--- src/rtl/usbrx_pkg.sv ---
package usbrx_pkg;
  typedef enum logic [1:0] {
    ST_HUNT  = 2'd0,
    ST_RECV  = 2'd1,
    ST_FAULT = 2'd2
  } rx_state_e;
endpackage

--- src/rtl/usbrx_nrzi_dec.sv ---
module usbrx_nrzi_dec (
  input  logic clk,
  input  logic rst_n,
  input  logic strobe,
  input  logic line_lvl,
  input  logic line_se0,
  output logic dec_bit
);
  logic prev_q, prev_d;

  always_comb begin
    prev_d = prev_q;
    if (strobe) prev_d = line_se0 ? 1'b1 : line_lvl;
  end

  always_ff @(posedge clk or negedge rst_n) begin
    if (!rst_n) prev_q <= 1'b1;
    else        prev_q <= prev_d;
  end

  // no transition decodes to one
  assign dec_bit = (line_lvl == prev_q);
endmodule

--- src/rtl/usbrx_destuff.sv ---
module usbrx_destuff #(
  parameter int RUN = 6
) (
  input  logic clk,
  input  logic rst_n,
  input  logic seed,
  input  logic take_en,
  input  logic bit_in,
  output logic drop_bit,
  output logic stuff_err
);
  localparam int CW = $clog2(RUN + 1);

  logic [CW-1:0] ones_q, ones_d;
  logic          at_run;

  assign at_run    = (ones_q == CW'(RUN));
  assign drop_bit  = at_run & ~bit_in;
  assign stuff_err = at_run &  bit_in;

  always_comb begin
    ones_d = ones_q;
    if (seed)
      ones_d = CW'(1);
    else if (take_en) begin
      if (at_run || !bit_in) ones_d = '0;
      else                   ones_d = ones_q + 1'b1;
    end
  end

  always_ff @(posedge clk or negedge rst_n) begin
    if (!rst_n) ones_q <= '0;
    else        ones_q <= ones_d;
  end

  assert_run_cap_R4: assert property (@(posedge clk) disable iff (!rst_n)
    ones_q <= CW'(RUN));
  assert_stuff_clears_R4: assert property (@(posedge clk) disable iff (!rst_n)
    (take_en && !seed && drop_bit) |=> (ones_q == '0));
endmodule

--- src/rtl/usbrx_bytepack.sv ---
module usbrx_bytepack #(
  parameter int W = 8
) (
  input  logic         clk,
  input  logic         rst_n,
  input  logic         clear,
  input  logic         shift_en,
  input  logic         bit_in,
  output logic [W-1:0] hold,
  output logic         byte_vld
);
  localparam int CW = $clog2(W);

  logic [W-1:0]  sh_q, sh_d, hold_q, hold_d, sh_next;
  logic [CW-1:0] cnt_q, cnt_d;
  logic          vld_q, vld_d;

  assign sh_next = {bit_in, sh_q[W-1:1]};

  always_comb begin
    sh_d   = sh_q;
    hold_d = hold_q;
    cnt_d  = cnt_q;
    vld_d  = 1'b0;
    if (clear)
      cnt_d = '0;
    else if (shift_en) begin
      sh_d = sh_next;
      if (cnt_q == CW'(W - 1)) begin
        cnt_d  = '0;
        hold_d = sh_next;
        vld_d  = 1'b1;
      end else begin
        cnt_d = cnt_q + 1'b1;
      end
    end
  end

  always_ff @(posedge clk or negedge rst_n) begin
    if (!rst_n) begin
      sh_q   <= '0;
      hold_q <= '0;
      cnt_q  <= '0;
      vld_q  <= 1'b0;
    end else begin
      if (shift_en) sh_q <= sh_d;
      if (vld_d)    hold_q <= hold_d;
      cnt_q <= cnt_d;
      vld_q <= vld_d;
    end
  end

  assign hold     = hold_q;
  assign byte_vld = vld_q;

  assert_vld_single_R6: assert property (@(posedge clk) disable iff (!rst_n)
    vld_q |=> !vld_q);
  assert_data_hold_R3: assert property (@(posedge clk) disable iff (!rst_n)
    !vld_q |-> $stable(hold_q));
endmodule

--- src/rtl/usbrx_receiver.sv ---
module usbrx_receiver #(
  parameter int DATA_W         = 8,
  parameter int STUFF_RUN      = 6,
  parameter int SYNC_MIN_ZEROS = 6
) (
  input  logic              clk,
  input  logic              rst_n,
  input  logic              bit_strobe,
  input  logic              line_level,
  input  logic              line_se0,
  output logic              rx_active,
  output logic              rx_valid,
  output logic              rx_error,
  output logic [DATA_W-1:0] rx_data
);
  import usbrx_pkg::*;

  localparam int ZCW = $clog2(SYNC_MIN_ZEROS + 1);

  logic [1:0]     rsync_q;
  logic           rst_int_n;
  rx_state_e      state_q, state_d;
  logic [ZCW-1:0] zc_q, zc_d;
  logic           dec_bit, sync_hit, bit_take, drop_bit, stuff_err, pack_en;

  always_ff @(posedge clk or negedge rst_n) begin
    if (!rst_n) rsync_q <= 2'b00;
    else        rsync_q <= {rsync_q[0], 1'b1};
  end
  assign rst_int_n = rsync_q[1];

  usbrx_nrzi_dec u_nrzi (
    .clk      (clk),
    .rst_n    (rst_int_n),
    .strobe   (bit_strobe),
    .line_lvl (line_level),
    .line_se0 (line_se0),
    .dec_bit  (dec_bit)
  );

  assign sync_hit = bit_strobe && (state_q == ST_HUNT) && !line_se0 && dec_bit
                    && (zc_q == ZCW'(SYNC_MIN_ZEROS));
  assign bit_take = bit_strobe && (state_q == ST_RECV) && !line_se0;
  assign pack_en  = bit_take && !drop_bit && !stuff_err;

  usbrx_destuff #(.RUN(STUFF_RUN)) u_destuff (
    .clk       (clk),
    .rst_n     (rst_int_n),
    .seed      (sync_hit),
    .take_en   (bit_take),
    .bit_in    (dec_bit),
    .drop_bit  (drop_bit),
    .stuff_err (stuff_err)
  );

  usbrx_bytepack #(.W(DATA_W)) u_pack (
    .clk      (clk),
    .rst_n    (rst_int_n),
    .clear    (sync_hit),
    .shift_en (pack_en),
    .bit_in   (dec_bit),
    .hold     (rx_data),
    .byte_vld (rx_valid)
  );

  always_comb begin
    state_d = state_q;
    zc_d    = zc_q;
    unique case (state_q)
      ST_HUNT: begin
        if (bit_strobe) begin
          if (line_se0 || dec_bit)            zc_d = '0;
          else if (zc_q != ZCW'(SYNC_MIN_ZEROS)) zc_d = zc_q + 1'b1;
          if (sync_hit) state_d = ST_RECV;
        end
      end
      ST_RECV: begin
        if (bit_strobe) begin
          if (line_se0)       state_d = ST_HUNT;
          else if (stuff_err) state_d = ST_FAULT;
        end
      end
      ST_FAULT: state_d = ST_HUNT;
      default:  state_d = ST_HUNT;
    endcase
  end

  always_ff @(posedge clk or negedge rst_int_n) begin
    if (!rst_int_n) begin
      state_q <= ST_HUNT;
      zc_q    <= '0;
    end else begin
      state_q <= state_d;
      zc_q    <= zc_d;
    end
  end

  assign rx_active = (state_q != ST_HUNT);
  assign rx_error  = (state_q == ST_FAULT);

  assert_vld_in_pkt_R6: assert property (@(posedge clk) disable iff (!rst_int_n)
    rx_valid |-> (rx_active && !rx_error));
  assert_err_then_idle_R8: assert property (@(posedge clk) disable iff (!rst_int_n)
    rx_error |=> (!rx_error && !rx_active));
  assert_eop_falls_R7: assert property (@(posedge clk) disable iff (!rst_int_n)
    (bit_strobe && line_se0 && state_q == ST_RECV) |=> !rx_active);
  assert_sync_rise_R2: assert property (@(posedge clk) disable iff (!rst_int_n)
    sync_hit |=> (rx_active && !rx_valid && !rx_error));
endmodule

--- config.mk ---
export PLATFORM = sky130hd
export DESIGN_NAME = usbrx_receiver
export DESIGN_NICKNAME = d
export VERILOG_FILES = /design/src/rtl/usbrx_pkg.sv /design/src/rtl/usbrx_nrzi_dec.sv /design/src/rtl/usbrx_destuff.sv /design/src/rtl/usbrx_bytepack.sv /design/src/rtl/usbrx_receiver.sv
export SDC_FILE = /design/constraint.sdc
export NUM_CORES = 1
export LEC_CHECK = 0
export BUFFER_PORTS_ARGS = -buffer_cell sky130_fd_sc_hd__buf_2
export CAP_MARGIN = 40
export CORE_ASPECT_RATIO = 1.1
export CORE_UTILIZATION = 25
export CTS_CLUSTER_SIZE = 16
export DETAILED_ROUTE_END_ITERATION = 8
export PLACE_DENSITY = 0.51
export SLEW_MARGIN = 30
export SYNTH_ARGS = -nofsm -noshare
export SYNTH_HDL_FRONTEND = slang
export SYNTH_SLANG_ARGS = --single-unit
--- constraint.sdc ---
create_clock -name clk -period 1.3 [get_ports clk]
set_input_delay 0.065 -clock clk [delete_from_list [all_inputs] [get_ports clk]]
set_output_delay 0.065 -clock clk [all_outputs]
set_load 0.01 [all_outputs]
# [Word level (Yosys, flattened, before mapping)]
# Index checks and enable logic that the tools add are counted.
[totals] regBits=31 latchBits=0 mem_bits_rw=0 romBits=0 word_cells=68 memories=0
[op_classes] addsub=3 n_mul=0 div=0 n_lt_le_gt_ge=0 n_eq_ne=11 shift=0 muxes=18 bitwise=4 n_reduce_logical=23
[ops] operator="3-bit two-way mux" n=8
[ops] operator="2-bit two-way mux" n=5
[ops] operator="3-bit by 1-bit adder with 3-bit output (second input constant)" n=3
[ops] operator="3-bit == test (second input constant)" n=3
[ops] operator="1-bit logical AND" n=8
[ops] operator="4-bit AND reduction" n=2
[ops] operator="2-bit nonzero test" n=4
[ops] operator="2-bit inequality test (second input constant)" n=3
[ops] operator="3-bit inequality test (second input constant)" n=2
[ops] operator="1-bit zero test" n=4
[ops] operator="1-bit two-way mux" n=4
[ops] operator="2-bit one-hot mux with 2 select lines" n=1
[ops] operator="3-bit AND reduction" n=1
[ops] operator="1-bit bitwise AND" n=2
[ops] operator="2-bit by 1-bit == test with 1-bit output (second input constant)" n=1
[ops] operator="2-bit == test (second input constant)" n=1
[ops] operator="2-bit zero test" n=1
[ops] operator="1-bit logical OR" n=2
[ops] operator="1-bit inverter" n=2
[ops] operator="2-bit AND reduction" n=1
[ops] operator="1-bit == test" n=1

# [Longest topological paths before layout]
# Gate-level depths: netlist of the first run.
[logic_depth] ltp_word=9 ltp_mapped=6 ltp_nobuf=5

# [Cells and area by module]
# From an unflattened synthesis of the first run, not the netlist that was laid out.
[hier_totals] hier_cells=112 area_unflattened_um2=1420.1
[modules_own_cells] mod="usbrx_bytepack" n_inst=1 cells_per_inst=48 area_per_inst_um2=803.3 seq_area_each_um2=475.5
[modules_own_cells] mod="usbrx_receiver" n_inst=1 cells_per_inst=39 area_per_inst_um2=382.9 seq_area_each_um2=175.2
[modules_own_cells] mod="usbrx_destuff" n_inst=1 cells_per_inst=20 area_per_inst_um2=186.4 seq_area_each_um2=75.1
[modules_own_cells] mod="usbrx_nrzi_dec" n_inst=1 cells_per_inst=5 area_per_inst_um2=47.5 seq_area_each_um2=26.3

# [Worst setup path after synthesis of the first run]
# No wires, ideal clock.
[synth_timing] path_kind="register to register" startpoint="reg zc_q[0]" endpoint="reg u_destuff.ones_q[0]" arrival_time_ns=1.385 required_time_ns=1.176 path_slack_ns=-0.209 path_stages_with_launch=7 path_buffers=1 cell_sequence="dfrtp_1 -> inv_1 -> ha_1 -> and4bb_2 -> and4b_1 -> buf_4 -> o31a_1"
[synth_between] elab_chain_cells=3 word_cells_on_any_way=4
[synth_lines] item="start, declared" line="usbrx_receiver.sv:23" source="logic [ZCW-1:0] zc_q, zc_d;"
[synth_lines] item="start signal, assigned" line="usbrx_receiver.sv:94" source="zc_q <= zc_d;"
[synth_lines] item="3-bit == test (*)" line="usbrx_receiver.sv:42" source="&& (zc_q == ZCW'(SYNC_MIN_ZEROS));"
[synth_lines] item="1-bit logical AND (*)" line="usbrx_receiver.sv:42"
[synth_lines] item="3-bit two-way mux or 2-bit nonzero test (tied branches)"
[synth_lines] item="end signal, assigned" line="usbrx_destuff.sv:33" source="else ones_q <= ones_d;"
[synth_lines] item="end, declared" line="usbrx_destuff.sv:14" source="logic [CW-1:0] ones_q, ones_d;"
# Mark *: on every way between the ends. The rest lies on a longest branch, timed or not.
# A chain may end at the register's enable or synchronous reset.

# [Worst setup path after layout of the first run]
# Same ends and word-level chain as after synthesis.

==> results of run 1 <==
## worst paths after layout
check	endpoint	slack (ns)	cells after the start
worst max register to register	u_destuff.ones_q[0]	-0.21	5
max in group asynchronous	u_nrzi.prev_q	0.75	1
worst min register to register	u_pack.hold[6]	0.24	1
min in group asynchronous	rsync_q[1]	0.11	2
worst max-delay path	u_destuff.ones_q[0]	-0.21	5
worst min-delay path	u_nrzi.prev_q	0.01	2
## power breakdown
| part | internal [mW] | switching [mW] | total (mW) | leakage [nW] |
|---|---|---|---|---|
| clock | 0.407 | 0.315 | 0.722 | 0.0431 |
| combinational | 0.0813 | 0.0846 | 0.166 | 0.559 |
| sequential | 0.950 | 0.00926 | 0.959 | 0.410 |
| total | 1.44 | 0.408 | 1.85 | 1.01 |
## registers in the layout, summed over array words and instances, names as in the netlist
signal            cells
u_pack.cnt_q          3
u_pack.byte_vld       1
u_destuff.ones_q      3
zc_q                  3
rsync_q               2
u_pack.hold           8
state_q               2
u_pack.sh_q           7
u_nrzi.prev_q         1
## per-stage QoR
step,utilization (%),hold WS [ns]
detailed placement,32.49,-0.1480
CTS,35.74,0.005835
finish,37.98,0.01244
global placement,32.49,-0.1490
floorplan,-,-0.2306
global route,37.98,0.03750
## critical path, delay by kind of cell, from the launching register on
kind / cells / cell delay (ns)
compound gates: 1 / 0.31
fa+ha+maj: 1 / 0.19
flops: 1 / 0.36
simple gates: 2 / 0.51
buf+inv: 1 / 0.04
## timing repair
item	in CTS	in global routing
pin swaps	5	8
cloned	1	0
hold buffers	1	0
buffers inserted	3	8
setup endpoints to repair	25	26
endpoints found under the hold margin	2	0
gates resized for setup	13	11
## cells by family (layout without fill, tap and decap cells)
logic type,Yosys count,in the layout,share of synthesized area (%)
buffers and inverters,8,62,3.230
xor gates and xnor gates,2,2,1.223
other,1,1,0.2618
and+or+nand+nor,34,35,15.63
DFF,30,30,52.49
AOI/OAI and AO/OA,20,20,8.822
adders and majority gates,6,6,5.240
muxes,14,14,13.10
## metal layers
layer	track usage (%)	vias up
met3	3.350	7
met1	14.45	547
met4	4.808	0
li1	-	527
met5	0	-
met2	21.09	25
## cell type report
class	count	share of cell area, %
timing repair buffer	52	18.51
sequential	30	36.23
tap	75	4.521
inverter	4	0.7233
clock buffer	6	3.978
multi-input combinational	78	36.05
## synthesized netlist by cell type
| cell type | n |
|---|---|
| a21o_1 | 1 |
| a21oi_1 | 5 |
| a21oi_2 | 1 |
| a22o_1 | 1 |
| a31oi_1 | 2 |
| and2_1 | 2 |
| and2b_1 | 1 |
| and3_4 | 1 |
| and4b_1 | 1 |
| and4bb_2 | 1 |
| and4bb_4 | 1 |
| buf_2 | 1 |
| buf_4 | 2 |
| buf_6 | 1 |
| conb_1 | 1 |
| dfrtp_1 | 29 |
| dfstp_2 | 1 |
| ha_1 | 6 |
| inv_1 | 4 |
| mux2_2 | 6 |
| mux2_4 | 8 |
| nand2_1 | 5 |
| nand2_2 | 1 |
| nand3_1 | 6 |
| nand3b_1 | 1 |
| nand4_1 | 1 |
| nand4b_1 | 1 |
| nand4bb_1 | 1 |
| nor2_1 | 4 |
| nor3_1 | 2 |
| nor3b_1 | 1 |
| o211ai_1 | 1 |
| o21ai_0 | 5 |
| o22ai_1 | 1 |
| o31a_1 | 1 |
| o31ai_1 | 1 |
| o32ai_1 | 1 |
| or2_2 | 2 |
| or3b_1 | 1 |
| or4_4 | 1 |
| xnor2_1 | 1 |
| xor2_1 | 1 |
==> run summary, run 1 <==
CP endpoint kind: flip-flop
# placed instances: 226
wirelength, routed: 3211 um
synth unique cells: 42
largest net degree at the start of global routing: 29
H-tree depth: 2
pins over their slew limit: 0
P_leak: 1.012 nW
total gr overflow: 0
Multi-input gate area: 748.2 um^2
Met2 Wirelength: 1610 um
FP Rows: 28
DR top layer: met4
layout cells sized above 1: 57.06%
Design Area, Final: 0.002076 mm^2
syn_area_per_cell: 12.46 um^2
DP Area: 0.001775 mm^2
Yosys warnings: 0
Final Wtd Congestion: 0.8577
status: finished, violations left
Worst EP arrival: 1.67 ns
Fill cells: 565
root buffer cell: clkbuf_8
Crit. Startpoint: zc_q[0]
DRC: 0
Worst-path clk slew: 0.06 ns
Max IR drop VDD: 401.7 uV
area leader, netlist: dfrtp_1
P&R area growth vs syn: 44.89%
highest-count cells in the layout ignoring fill and taps: buf_4 (30), dfrtp_1 (29), buf_2 (14)
CTS tree: built
via count: 1,106
post-DR wirelength/cell: 13.11 um
max-cap violation count: 0
first-pass GRT wire length: 5451 um
CP max stage cell: dfrtp_1
core area: 0.005465 mm^2
Layout Cells excl Fill: 245
Hold Crit Start: bit_strobe
type of the most critical hold path: in2reg
endpoints failing setup: 25
top cells by area, synth: dfrtp_1 (51%), mux2_4 (8.4%), ha_1 (5.2%)
clk_skew: 0.005279 ns
worst path cell trace: inv_2, ha_2, and4bb_2, and4b_2, o31a_1
power consumption: 1.847 mW
Seq/Total Area, Yosys: 52.49%
post-synth top area share: 50.66%
met1 WL: 1432 um
Final Hold Fails: 0
drt initial violations: 22
post-route ant nets: 0
Post-DP HPWL: 2213 um
P per Cell Area: 889.7 mW/mm^2
Initial Util: 26.21%
drt first pass iters: 4
Reg area: 752.0 um^2
post-route setup slack: -0.2149 ns
CTS Buf Count: 5
die area: 0.006037 mm^2
Die Span Y: 81.40 um
Sink Count: 30
IO Count: 16
Setup TNS Final: -3.150 ns
fin crit share: 116.5%
Clock Latency Late Sink: 0.27 ns
vias per cell: 4.514
failing checks: negative setup slack
element type at the critical path start: flip-flop
RSZ-0062 raised after global routing: yes
number of global-route vias before repair: 1,150
Longest Clk Path Bufs: 2
antenna violations before repair: 0
commonest non-fill, non-tap cell in the layout: buf_4
Post-Synthesis Cells: 115
Worst Path Required: 1.46 ns
syn_nets: 126
synthesized flop and latch total: 30
Post-Syn Area: 0.001433 mm^2
final net count: 182
CP max stage delay: 0.36 ns
fmax: 0.6601 GHz
Crit Path Class: reg2reg
Period minus WS final: 1.515 ns
Ant. Diodes: 0
met3 wire length: 120 um
Crit Path Max Fanout: 5
I/O Buffers: 15
die width: 74.18 um
Post-Place Setup Slack: -0.2351 ns
reg2reg start: zc_q[0]
GRT Total Usage: 12.31%
Power figures use the tool's default switching activity.
==> inputs of run 2 (changes only) <==
- BUFFER_PORTS_ARGS: -buffer_cell sky130_fd_sc_hd__buf_2 -> -buffer_cell sky130_fd_sc_hd__buf_4
==> run summary, run 2 (synthesized netlist as in run 1, its figures left out) <==
RSZ-0062 raised after global routing: yes
endpoints failing setup: 25 (unchanged)
highest-count cells in the layout ignoring fill and taps: buf_4 (39), dfrtp_1 (28), mux2_4 (8), buf_6 (8)
post-route ant nets: 0 (unchanged)
die area: 0.006037 mm^2 (unchanged)
Top delay family on crit path: simple AND/OR/NAND/NOR gates
Post-Place Setup Slack: -0.2403 ns (-0.005207 ns)
# placed instances: 225 (-0.44%)
element type at the critical path start: flip-flop
GRT Total Usage: 11.62% (-0.69 points)
P_leak: 1.004 nW (-0.76%)
number of global-route vias before repair: 1,201 (+4.4%)
Post-DP HPWL: 2127 um (-3.9%)
largest net degree at the start of global routing: 29 (unchanged)
P&R area growth vs syn: 48.12%
Clock Latency Late Sink: 0.28 ns (about the same)
core area: 0.005465 mm^2 (unchanged)
Final Hold Fails: 0 (unchanged)
CTS tree: built
failing checks: negative setup slack
power consumption: 1.925 mW (+4.2%)
DRC: 0 (unchanged)
fin crit share: 114.1% (-2.4 points)
worst path buffer plus inverter count: 0 (-1)
Period minus WS final: 1.483 ns (-0.03153 ns)
WHS: 0.06587 ns (+0.05343 ns)
Longest Clk Path Bufs: 2 (unchanged)
worst path cell trace: ha_4, and4bb_2, and4b_2, o31a_1
drt initial violations: 52 (+140%)
Die Span Y: 81.40 um (unchanged)
drt first pass iters: 4 (unchanged)
status: finished, violations left
clk_skew: 0.004913 ns (-0.0003660 ns)
root buffer cell: clkbuf_8
Worst-path clk slew: 0.06 ns (about the same)
wirelength, routed: 3248 um (+1.2%)
Max IR drop VDD: 467.0 uV (+16%)
Sink Count: 30 (unchanged)
CP max stage cell: dfrtp_1
max-cap violation count: 0 (unchanged)
IO Count: 16 (unchanged)
I/O Buffers: 15 (unchanged)
Crit Path Max Fanout: 6 (+1)
vias per cell: 4.508 (-0.13%)
post-DR wirelength/cell: 13.31 um (+1.6%)
Worst Path Required: 1.46 ns (about the same)
layout cells sized above 1: 56.80% (-0.25 points)
CTS Buf Count: 5 (unchanged)
CP max stage delay: 0.41 ns (+0.05 ns)
fmax: 0.6742 GHz (+2.1%)
Final Wtd Congestion: 0.8588 (+0.13%)
first-pass GRT wire length: 5202 um (-4.6%)
CP endpoint kind: flip-flop
P per Cell Area: 907.0 mW/mm^2 (+1.9%)
post-route setup slack: -0.1833 ns (+0.03153 ns)
max FFs per register: 8 (unchanged)
final net count: 179 (-1.6%)
antenna violations before repair: 0 (unchanged)
Worst EP arrival: 1.64 ns (-0.03 ns)
FP Rows: 28 (unchanged)
pins over their slew limit: 0 (unchanged)
commonest non-fill, non-tap cell in the layout: buf_4
die width: 74.18 um (unchanged)
via count: 1,100 (-0.54%)
H-tree depth: 2 (unchanged)
Layout Cells excl Fill: 244 (-0.41%)
Ant. Diodes: 0 (unchanged)
total gr overflow: 0 (unchanged)
type of the most critical hold path: in2reg
Initial Util: 26.21% (unchanged)
Crit Path Class: reg2reg
[run 2: changes by cell type in the layout (fill, tap and decap cells not counted), sizes merged]
cell	before	now
clkbuf	6	7
dlygate4sd3	1	2
clkinv	0	1
buf	51	47
[run 2: worst paths after layout]
path,from,to,slack [ns],cells after the start
max reg2reg,zc_q[1],u_destuff.ones_q[0],-0.18,4
min,line_level,u_nrzi.prev_q,0.07,3
max,zc_q[1],u_destuff.ones_q[0],-0.18,4
min in group asynchronous,rst_n,rsync_q[0],0.10,2
max in group asynchronous,rsync_q[1],u_nrzi.prev_q,0.74,1
min reg2reg,rsync_q[1],u_pack.hold[6],0.25,1
[run 2: cell type report]
cell class                      count  area (um^2)
Fill cell                         534         3343
Multi-Input combinational cell     78        765.7
Sequential cell                    30        753.2
Timing Repair Buffer               49        402.9
Tap cell                           75        93.84
Clock buffer                        7        86.33
Inverter                            4        15.01
Clock inverter                      1        5.005
[run 2: what timing repair did]
item / in CTS / in global routing
resized for setup: 18 / 11
setup endpoints to repair: 26 / 26
hold buffers: 2 / 0
endpoints found under the hold margin: 3 / 0
buffers inserted: 5 / 3
gates cloned: 1 / 0
pin swaps: 8 / 8
[run 2: per-layer routing]
layer / vias to the layer above / routed length [um] / global-route usage [%] / part of all wire [%]
met4: 0 / 51 / 6.923 / 1.6
met2: 20 / 1660 / 20.27 / 51
met3: 7 / 115 / 3.722 / 3.5
li1: 520 / - / - / -
met5: - / 0 / 0 / 0
met1: 553 / 1422 / 12.04 / 44
[run 2: through the flow]
stage	setup TNS (ns)	instance area [um^2]	utilization [%]
2_1_floorplan	-2.056	1458	-
3_3_place_gp	-2.859	1805	33.04
3_5_place_dp	-3.429	1805	33.04
4_1_cts	-2.610	2033	37.20
5_1_grt	-3.687	2122	38.83
6_report	-2.721	2122	38.83
[run 2: report_power, final]
group	internal (mW)	switching (mW)	leakage (nW)
clock network	0.426	0.344	0.0482
logic	0.0986	0.0958	0.548
registers	0.950	0.0108	0.408
total	1.47	0.450	1.00
[run 2: worst register-to-register path: cells and delay by family, from the launching register on]
kind | cells | cell delay (ns)
AND/OR/NAND/NOR | 2 | 0.52
flip-flops | 1 | 0.41
AO/OA/AOI/OAI | 1 | 0.26
adder cells (fa/ha/maj) | 1 | 0.17
